## src/rtl/ext_irq_pkg.sv

```systemverilog
package ext_irq_pkg;

  typedef enum logic [1:0] {
    SENSE_LOW  = 2'b00,
    SENSE_FALL = 2'b01,
    SENSE_RISE = 2'b10,
    SENSE_BOTH = 2'b11
  } sense_e;

  // Detection condition for one line given its mode and two successive
  // synchronized samples.
  function automatic logic sense_hit(input logic [1:0] mode,
                                     input logic cur,
                                     input logic prev);
    logic hit;
    case (sense_e'(mode))
      SENSE_LOW:  hit = ~cur;
      SENSE_FALL: hit = prev & ~cur;
      SENSE_RISE: hit = ~prev & cur;
      default:    hit = prev ^ cur;
    endcase
    return hit;
  endfunction

endpackage

```

## src/rtl/irq_sync.sv

```systemverilog
module irq_sync #(
  parameter int NUM_LINES   = 8,
  parameter int SYNC_STAGES = 2
) (
  input  logic                 clk,
  input  logic                 rst,
  input  logic [NUM_LINES-1:0] pin_i,
  output logic [NUM_LINES-1:0] sync_o,
  output logic [NUM_LINES-1:0] prev_o
);

  logic [NUM_LINES-1:0] stage_q [SYNC_STAGES];
  logic [NUM_LINES-1:0] prev_q;

  // Reset to 1 so that an idle-high pin shows no edge after reset.
  always_ff @(posedge clk) begin
    if (rst) begin
      for (int s = 0; s < SYNC_STAGES; s++) begin
        stage_q[s] <= '1;
      end
      prev_q <= '1;
    end else begin
      stage_q[0] <= pin_i;
      for (int s = 1; s < SYNC_STAGES; s++) begin
        stage_q[s] <= stage_q[s-1];
      end
      prev_q <= stage_q[SYNC_STAGES-1];
    end
  end

  assign sync_o = stage_q[SYNC_STAGES-1];
  assign prev_o = prev_q;

endmodule

```

## src/rtl/irq_detect.sv

```systemverilog
module irq_detect
  import ext_irq_pkg::*;
#(
  parameter int NUM_LINES = 8
) (
  input  logic [2*NUM_LINES-1:0] sense_i,
  input  logic [NUM_LINES-1:0]   sync_i,
  input  logic [NUM_LINES-1:0]   prev_i,
  output logic [NUM_LINES-1:0]   evt_o
);

  for (genvar i = 0; i < NUM_LINES; i++) begin : g_line
    assign evt_o[i] = sense_hit(sense_i[2*i +: 2], sync_i[i], prev_i[i]);
  end

endmodule

```

## src/rtl/irq_flag_bank.sv

```systemverilog
module irq_flag_bank
  import ext_irq_pkg::*;
#(
  parameter int NUM_LINES = 8
) (
  input  logic                   clk,
  input  logic                   rst,
  input  logic [NUM_LINES-1:0]   evt_i,
  input  logic [NUM_LINES-1:0]   ack_i,
  input  logic [NUM_LINES-1:0]   pin_sync_i,
  input  logic [2*NUM_LINES-1:0] sense_i,
  input  logic                   st_rd_i,
  input  logic                   st_wr_i,
  input  logic [NUM_LINES-1:0]   st_wdata_i,
  output logic [NUM_LINES-1:0]   flag_o,
  output logic                   any_o
);

  logic [NUM_LINES-1:0] flag_q;
  logic [NUM_LINES-1:0] arm_q;
  logic [NUM_LINES-1:0] ack_clr;
  logic [NUM_LINES-1:0] wr_clr;
  logic [NUM_LINES-1:0] flag_d;
  logic                 any_q;

  for (genvar i = 0; i < NUM_LINES; i++) begin : g_ack
    // Level mode keeps the flag while the pin is still asserted.
    assign ack_clr[i] = ack_i[i] &
                        ((sense_i[2*i +: 2] != SENSE_LOW) | pin_sync_i[i]);
  end

  assign wr_clr = {NUM_LINES{st_wr_i}} & arm_q & ~st_wdata_i;
  assign flag_d = evt_i | (flag_q & ~(wr_clr | ack_clr));

  always_ff @(posedge clk) begin
    if (rst) begin
      flag_q <= '0;
      any_q  <= 1'b0;
    end else begin
      flag_q <= flag_d;
      any_q  <= |flag_d;
    end
  end

  // Permission to clear is taken on a status read and spent on the next write.
  always_ff @(posedge clk) begin
    if (rst) begin
      arm_q <= '0;
    end else if (st_rd_i) begin
      arm_q <= flag_q;
    end else if (st_wr_i) begin
      arm_q <= '0;
    end
  end

  assign flag_o = flag_q;
  assign any_o  = any_q;

endmodule

```

## src/rtl/irq_regs.sv

```systemverilog
module irq_regs #(
  parameter int NUM_LINES      = 8,
  parameter int DATA_W         = 8,
  parameter int ADDR_W         = 2,
  parameter int NUM_SENSE_REGS = 2,
  parameter int STATUS_ADDR    = 2
) (
  input  logic                   clk,
  input  logic                   rst,
  input  logic [ADDR_W-1:0]      bus_addr,
  input  logic                   bus_rd,
  input  logic                   bus_wr,
  input  logic [DATA_W-1:0]      bus_wdata,
  input  logic [NUM_LINES-1:0]   flag_i,
  output logic [2*NUM_LINES-1:0] sense_o,
  output logic                   st_rd_o,
  output logic                   st_wr_o,
  output logic [DATA_W-1:0]      rdata_o
);

  localparam int FIELDS_PER_REG = DATA_W / 2;

  logic [DATA_W-1:0] sense_q [NUM_SENSE_REGS];
  logic [DATA_W-1:0] rd_mux;
  logic [DATA_W-1:0] rdata_q;
  logic              hit_status;

  always_ff @(posedge clk) begin
    if (rst) begin
      for (int r = 0; r < NUM_SENSE_REGS; r++) begin
        sense_q[r] <= '0;
      end
    end else if (bus_wr) begin
      for (int r = 0; r < NUM_SENSE_REGS; r++) begin
        if (bus_addr == ADDR_W'(r)) begin
          sense_q[r] <= bus_wdata;
        end
      end
    end
  end

  for (genvar i = 0; i < NUM_LINES; i++) begin : g_field
    assign sense_o[2*i +: 2] =
      sense_q[i / FIELDS_PER_REG][2*(i % FIELDS_PER_REG) +: 2];
  end

  assign hit_status = (bus_addr == ADDR_W'(STATUS_ADDR));
  assign st_rd_o    = bus_rd & hit_status;
  assign st_wr_o    = bus_wr & hit_status;

  always_comb begin
    rd_mux = '0;
    for (int r = 0; r < NUM_SENSE_REGS; r++) begin
      if (bus_addr == ADDR_W'(r)) begin
        rd_mux = sense_q[r];
      end
    end
    if (hit_status) begin
      rd_mux = DATA_W'(flag_i);
    end
  end

  always_ff @(posedge clk) begin
    if (rst) begin
      rdata_q <= '0;
    end else if (bus_rd) begin
      rdata_q <= rd_mux;
    end
  end

  assign rdata_o = rdata_q;

endmodule

```

## src/rtl/ext_irq_unit.sv

```systemverilog
module ext_irq_unit #(
  parameter int NUM_LINES   = 8,
  parameter int DATA_W      = 8,
  parameter int ADDR_W      = 2,
  parameter int SYNC_STAGES = 2
) (
  input  logic                 clk,
  input  logic                 rst,
  input  logic [NUM_LINES-1:0] pin_i,
  input  logic [ADDR_W-1:0]    bus_addr,
  input  logic                 bus_rd,
  input  logic                 bus_wr,
  input  logic [DATA_W-1:0]    bus_wdata,
  output logic [DATA_W-1:0]    bus_rdata,
  input  logic [NUM_LINES-1:0] ack_i,
  output logic [NUM_LINES-1:0] req_o,
  output logic                 req_any_o
);

  localparam int FIELDS_PER_REG = DATA_W / 2;
  localparam int NUM_SENSE_REGS = (NUM_LINES + FIELDS_PER_REG - 1) / FIELDS_PER_REG;
  localparam int STATUS_ADDR    = NUM_SENSE_REGS;

  logic [2*NUM_LINES-1:0] sense_q;
  logic [NUM_LINES-1:0]   pin_sync;
  logic [NUM_LINES-1:0]   pin_prev;
  logic [NUM_LINES-1:0]   evt;
  logic [NUM_LINES-1:0]   flag_q;
  logic                   st_rd;
  logic                   st_wr;

  irq_sync #(
    .NUM_LINES  (NUM_LINES),
    .SYNC_STAGES(SYNC_STAGES)
  ) sync_i (
    .clk   (clk),
    .rst   (rst),
    .pin_i (pin_i),
    .sync_o(pin_sync),
    .prev_o(pin_prev)
  );

  irq_detect #(
    .NUM_LINES(NUM_LINES)
  ) detect_i (
    .sense_i(sense_q),
    .sync_i (pin_sync),
    .prev_i (pin_prev),
    .evt_o  (evt)
  );

  irq_regs #(
    .NUM_LINES     (NUM_LINES),
    .DATA_W        (DATA_W),
    .ADDR_W        (ADDR_W),
    .NUM_SENSE_REGS(NUM_SENSE_REGS),
    .STATUS_ADDR   (STATUS_ADDR)
  ) regs_i (
    .clk      (clk),
    .rst      (rst),
    .bus_addr (bus_addr),
    .bus_rd   (bus_rd),
    .bus_wr   (bus_wr),
    .bus_wdata(bus_wdata),
    .flag_i   (flag_q),
    .sense_o  (sense_q),
    .st_rd_o  (st_rd),
    .st_wr_o  (st_wr),
    .rdata_o  (bus_rdata)
  );

  irq_flag_bank #(
    .NUM_LINES(NUM_LINES)
  ) flags_i (
    .clk       (clk),
    .rst       (rst),
    .evt_i     (evt),
    .ack_i     (ack_i),
    .pin_sync_i(pin_sync),
    .sense_i   (sense_q),
    .st_rd_i   (st_rd),
    .st_wr_i   (st_wr),
    .st_wdata_i(bus_wdata[NUM_LINES-1:0]),
    .flag_o    (flag_q),
    .any_o     (req_any_o)
  );

  assign req_o = flag_q;

endmodule

```

## config.mk

```make
export PLATFORM = sky130hd
export DESIGN_NAME = ext_irq_unit
export DESIGN_NICKNAME = d
export VERILOG_FILES = /design/src/rtl/ext_irq_pkg.sv /design/src/rtl/irq_sync.sv /design/src/rtl/irq_detect.sv /design/src/rtl/irq_flag_bank.sv /design/src/rtl/irq_regs.sv /design/src/rtl/ext_irq_unit.sv
export SDC_FILE = /design/constraint.sdc
export NUM_CORES = 1
export LEC_CHECK = 0
export ABC_AREA = 1
export BUFFER_PORTS_ARGS = -buffer_cell sky130_fd_sc_hd__buf_4
export CAP_MARGIN = 20
export CORE_AREA = 2 2 118 120
export DETAILED_ROUTE_END_ITERATION = 6
export DIE_AREA = 0 0 120 122
export PLACE_DENSITY = 0.39
export SLEW_MARGIN = 20
export SYNTH_ARGS = -nofsm -noshare
export SYNTH_HDL_FRONTEND = slang
export SYNTH_HIERARCHICAL = 1
export SYNTH_SLANG_ARGS = --single-unit
```

## constraint.sdc

```tcl
create_clock -name clk -period 2.2 [get_ports clk]
set_input_delay 0.11 -clock clk [delete_from_list [all_inputs] [get_ports clk]]
set_output_delay 0.11 -clock clk [all_outputs]
set_load 0.02 [all_outputs]
```

==> flow_summary.rst <==
.. list-table::
   :header-rows: 1

   * - Metric
     - Value
   * - Number of top-level design ports
     - 47
   * - Number of cells in the finished layout apart from fillers
     - 708
   * - Number of warnings issued by yosys
     - 6
   * - Core utilization of the finished layout
     - 0.302
   * - DR pass1 iterations
     - 4
   * - DRC marker count from the first detailed-route iteration
     - 99
   * - Relative contribution of combinational cells to total power
     - 0.130
   * - Max clock buf depth
     - 2
   * - Crit path max-delay cell type
     - sky130_fd_sc_hd__dfxtp_1
   * - Number of buffers and inverters on the critical path
     - 2
   * - Post-CTS repair timing setup buffer count
     - 0
   * - Register clock-pin slew on the reported worst setup and hold paths
     - 0.05 ns
   * - Maximum ir drop on the vdd rail
     - 0.289 mV
   * - Global-route usage over all layers
     - 0.117
   * - Final clock period utilization by the worst path
     - 0.712
   * - Post-placement setup slack
     - 0.518 ns
   * - Count of endpoints failing setup in the final report
     - 0
   * - Cts bufs inserted
     - 9
   * - HPWL after DPL
     - 6.02 mm
   * - Via count of the first global-routing pass
     - 2405
   * - Post-DR vias/cell
     - 3.90
   * - Via Count
     - 2762
   * - FF+latch count, synth
     - 65
   * - Leftover overflow at the end of global routing
     - 0
   * - Proportion of power drawn by flip-flops and latches
     - 0.454
   * - Total internal power
     - 0.00222 W
   * - Fin. max-slew vios
     - 0
   * - Setup repair after global routing missed its margin
     - no
   * - Library cell appearing most often on the critical path
     - sky130_fd_sc_hd__nand2_1
   * - N_diodes
     - 0
   * - Critical Path End Type
     - flip-flop
   * - Clock tree root driver cell
     - sky130_fd_sc_hd__clkbuf_16
   * - Count of nets after finishing
     - 569
   * - Weighted congestion reported at the end of routability-driven placement
     - 0.762
   * - Port Buf Inserts
     - 46
   * - Clock sink total
     - 65
   * - Placeable core region
     - 13500 um^2
   * - Cell area after synthesis
     - 3290 um^2
   * - TritonCTS clock tree
     - done
   * - Wire length after detailed routing
     - 8.18 mm
   * - Initial antenna violation count
     - 0
   * - Wire length of the first global-routing pass
     - 12.6 mm
   * - Full die area
     - 14600 um^2
   * - Top fanout value on the critical path
     - 5
   * - Reported leakage power
     - 2.25 nW
   * - Relative slew slack
     - 0.451
   * - Drc violations
     - 0
   * - Net switching share of the total power
     - 0.271
   * - Share of cells above drive strength 1
     - 0.125
   * - Die boundary height
     - 122 um
   * - Final Critical Period
     - 1.57 ns
   * - Avg Synthesized Cell Area
     - 6.94 um^2
   * - Post-Synthesis Net Count
     - 520
   * - Min setup slack post-route
     - 0.634 ns
   * - Net switching component of the power
     - 0.000824 W
   * - Routed len/inst
     - 11.6 um
   * - Setup tns final
     - 0 ns
   * - Category of the worst setup path launch point
     - flip-flop
   * - FMAX
     - 639 MHz
   * - Part of the total power dissipated in the clock network
     - 0.416
   * - Number of distinct standard cells referenced by the synthesized netlist
     - 17
   * - Data required, critical path
     - 2.42 ns
   * - Cells along the critical path
     - inv_1, ha_1, nand2_1, nand3_1, nand2_1, inv_1, nand2_1, nor2_1, nand2_1, nor2_1, nor2_1
   * - Crit path arrival time
     - 1.78 ns
   * - Hold crit path type
     - in -> reg
   * - Part of the Yosys area used for sequential elements
     - 0.444
   * - Die Width
     - 120 um
   * - Initial core utilization
     - 0.244
   * - Cell Pwr Density
     - 745 nW/um^2
   * - Status
     - complete, no violations
   * - Kind of cell with the highest combined delay on the critical path
     - simple AND/OR/NAND/NOR gates
   * - Antenna viol nets, final
     - 0
   * - Maximum number of pins on one net before global-route repair
     - 25
   * - H-tree depth reported by CTS
     - 3
   * - Actual transition at the worst max-transition pin
     - 0.816 ns
   * - Latest clock arrival within the worst-skew pair
     - 0.33 ns
   * - Maximum Capacitance Violations
     - 0
   * - Crit Path Category
     - reg -> reg
   * - Rows
     - 43
   * - Placed Cells incl. Taps
     - 684
   * - Fin. Hold Viols
     - 0
   * - Final clock skew
     - 0.00382 ns
   * - Delay of the slowest critical-path stage
     - 0.40 ns
   * - Cells after synthesis
     - 474
   * - Synth-to-layout area growth
     - 24.0%
## what timing repair did
item	CTS	global route
hold buffers	8	0
resized for setup	0	0
endpoints found under the hold margin	8	0
## per-stage QoR
| stage | hold slack, ns | cell area, um^2 | power (W) |
|---|---|---|---|
| floorplan | 0.202 | 3290 | 0.00163 |
| detailed placement | 0.291 | 3740 | 0.00180 |
| global route | 0.0954 | 4080 | 0.00320 |
| CTS | 0.0595 | 4080 | 0.00310 |
| finish | 0.0684 | 4080 | 0.00304 |
| global placement | 0.290 | 3740 | 0.00179 |
## worst register-to-register path, stage by stage (launching register included)
cell and delay [ns]:
sky130_fd_sc_hd__dfxtp_1 0.40, sky130_fd_sc_hd__inv_1 0.07, sky130_fd_sc_hd__ha_1 0.28, sky130_fd_sc_hd__nand2_1 0.05, sky130_fd_sc_hd__nand3_1 0.07, sky130_fd_sc_hd__nand2_1 0.05
sky130_fd_sc_hd__inv_1 0.07, sky130_fd_sc_hd__nand2_1 0.07, sky130_fd_sc_hd__nor2_1 0.18, sky130_fd_sc_hd__nand2_1 0.08, sky130_fd_sc_hd__nor2_1 0.09, sky130_fd_sc_hd__nor2_1 0.04
## area by class of cell
cell class                 count  area (um^2)
clock buffer                  11          233
clock inverter                 5         22.5
fill                        1487         9420
inverter                     110          413
multi-input combinational    280         1280
sequential                    65         1460
tap                          180          225
timing repair buffer          57          448
## routing by layer
metal,global-route usage,share of wire
met4,0.0706,0.030
met2,0.183,0.44
met3,0.0243,0.036
met5,0,0
met1,0.148,0.49
## power groups by stage
| stage | Combinational [W] | Sequential [W] | Clock (W) |
|---|---|---|---|
| after floorplan | 0.000232 | 0.00140 | 0 |
| after global placement | 0.000389 | 0.00140 | 0 |
| after detailed placement | 0.000392 | 0.00141 | 0 |
| after CTS | 0.000405 | 0.00138 | 0.00132 |
| after global routing | 0.000450 | 0.00139 | 0.00136 |
| final | 0.000396 | 0.00138 | 0.00126 |
## cells by family after synthesis
family,after synthesis,share of synthesized area
AND/OR/NAND/NOR,239,0.289
buffers and inverters,129,0.167
flip-flops,65,0.444
AO/OA/AOI/OAI,25,0.0388
adder cells (fa/ha/maj),16,0.0609
## registers in the layout (all words and copies together) (netlist names)
register,count
sync_i/stage_q,16
flags_i/arm_q,8
flags_i/flag_o,8
regs_i/sense_q,16
sync_i/prev_o,8
regs_i/rdata_o,8
flags_i/any_o,1
## final timing paths
check | to | startpoint | depth (start not counted) | slack, ns
setup / recovery | flags_i/any_o | sync_i/stage_q[0][8] | 11 | 0.63
hold / removal | flags_i/flag_o[0] | ack_i[0] | 4 | 0.07
setup reg to reg | flags_i/any_o | sync_i/stage_q[0][8] | 11 | 0.63
hold reg to reg | sync_i/stage_q[0][10] | sync_i/stage_q[0][2] | 2 | 0.41
## cell usage after synthesis
| cell type | n | area (um^2) |
|---|---|---|
| sky130_fd_sc_hd__edfxtp_1 | 16 | 480 |
| sky130_fd_sc_hd__nor2_1 | 56 | 210 |
| sky130_fd_sc_hd__nor2_4 | 1 | 11.3 |
| sky130_fd_sc_hd__o21ai_0 | 8 | 40.0 |
| sky130_fd_sc_hd__dfxtp_1 | 49 | 981 |
| sky130_fd_sc_hd__o31ai_1 | 1 | 7.51 |
| sky130_fd_sc_hd__clkbuf_1 | 2 | 7.51 |
| sky130_fd_sc_hd__ha_1 | 16 | 200 |
| sky130_fd_sc_hd__inv_2 | 3 | 11.3 |
| sky130_fd_sc_hd__nand2_1 | 147 | 552 |
| sky130_fd_sc_hd__a21oi_1 | 16 | 80.1 |
| sky130_fd_sc_hd__buf_4 | 8 | 60.1 |
| sky130_fd_sc_hd__buf_2 | 5 | 25.0 |
| sky130_fd_sc_hd__nand3_1 | 34 | 170 |
| sky130_fd_sc_hd__nand2_2 | 1 | 6.26 |
| sky130_fd_sc_hd__inv_1 | 107 | 402 |
| sky130_fd_sc_hd__buf_6 | 4 | 45.0 |
## placed cells by master (no fill, tap or decap), types with 2 or more instances in the layout
cell type,count
sky130_fd_sc_hd__a21oi_1,16
sky130_fd_sc_hd__buf_4,49
sky130_fd_sc_hd__clkbuf_1,2
sky130_fd_sc_hd__clkbuf_16,9
sky130_fd_sc_hd__clkinv_1,2
sky130_fd_sc_hd__clkinv_2,3
sky130_fd_sc_hd__dfxtp_1,49
sky130_fd_sc_hd__dlygate4sd3_1,8
sky130_fd_sc_hd__edfxtp_1,16
sky130_fd_sc_hd__ha_1,16
sky130_fd_sc_hd__inv_1,107
sky130_fd_sc_hd__inv_2,3
sky130_fd_sc_hd__nand2_1,147
sky130_fd_sc_hd__nand3_1,34
sky130_fd_sc_hd__nor2_1,56
sky130_fd_sc_hd__o21ai_0,8
Note: power is estimated with default switching activity, not from simulation.
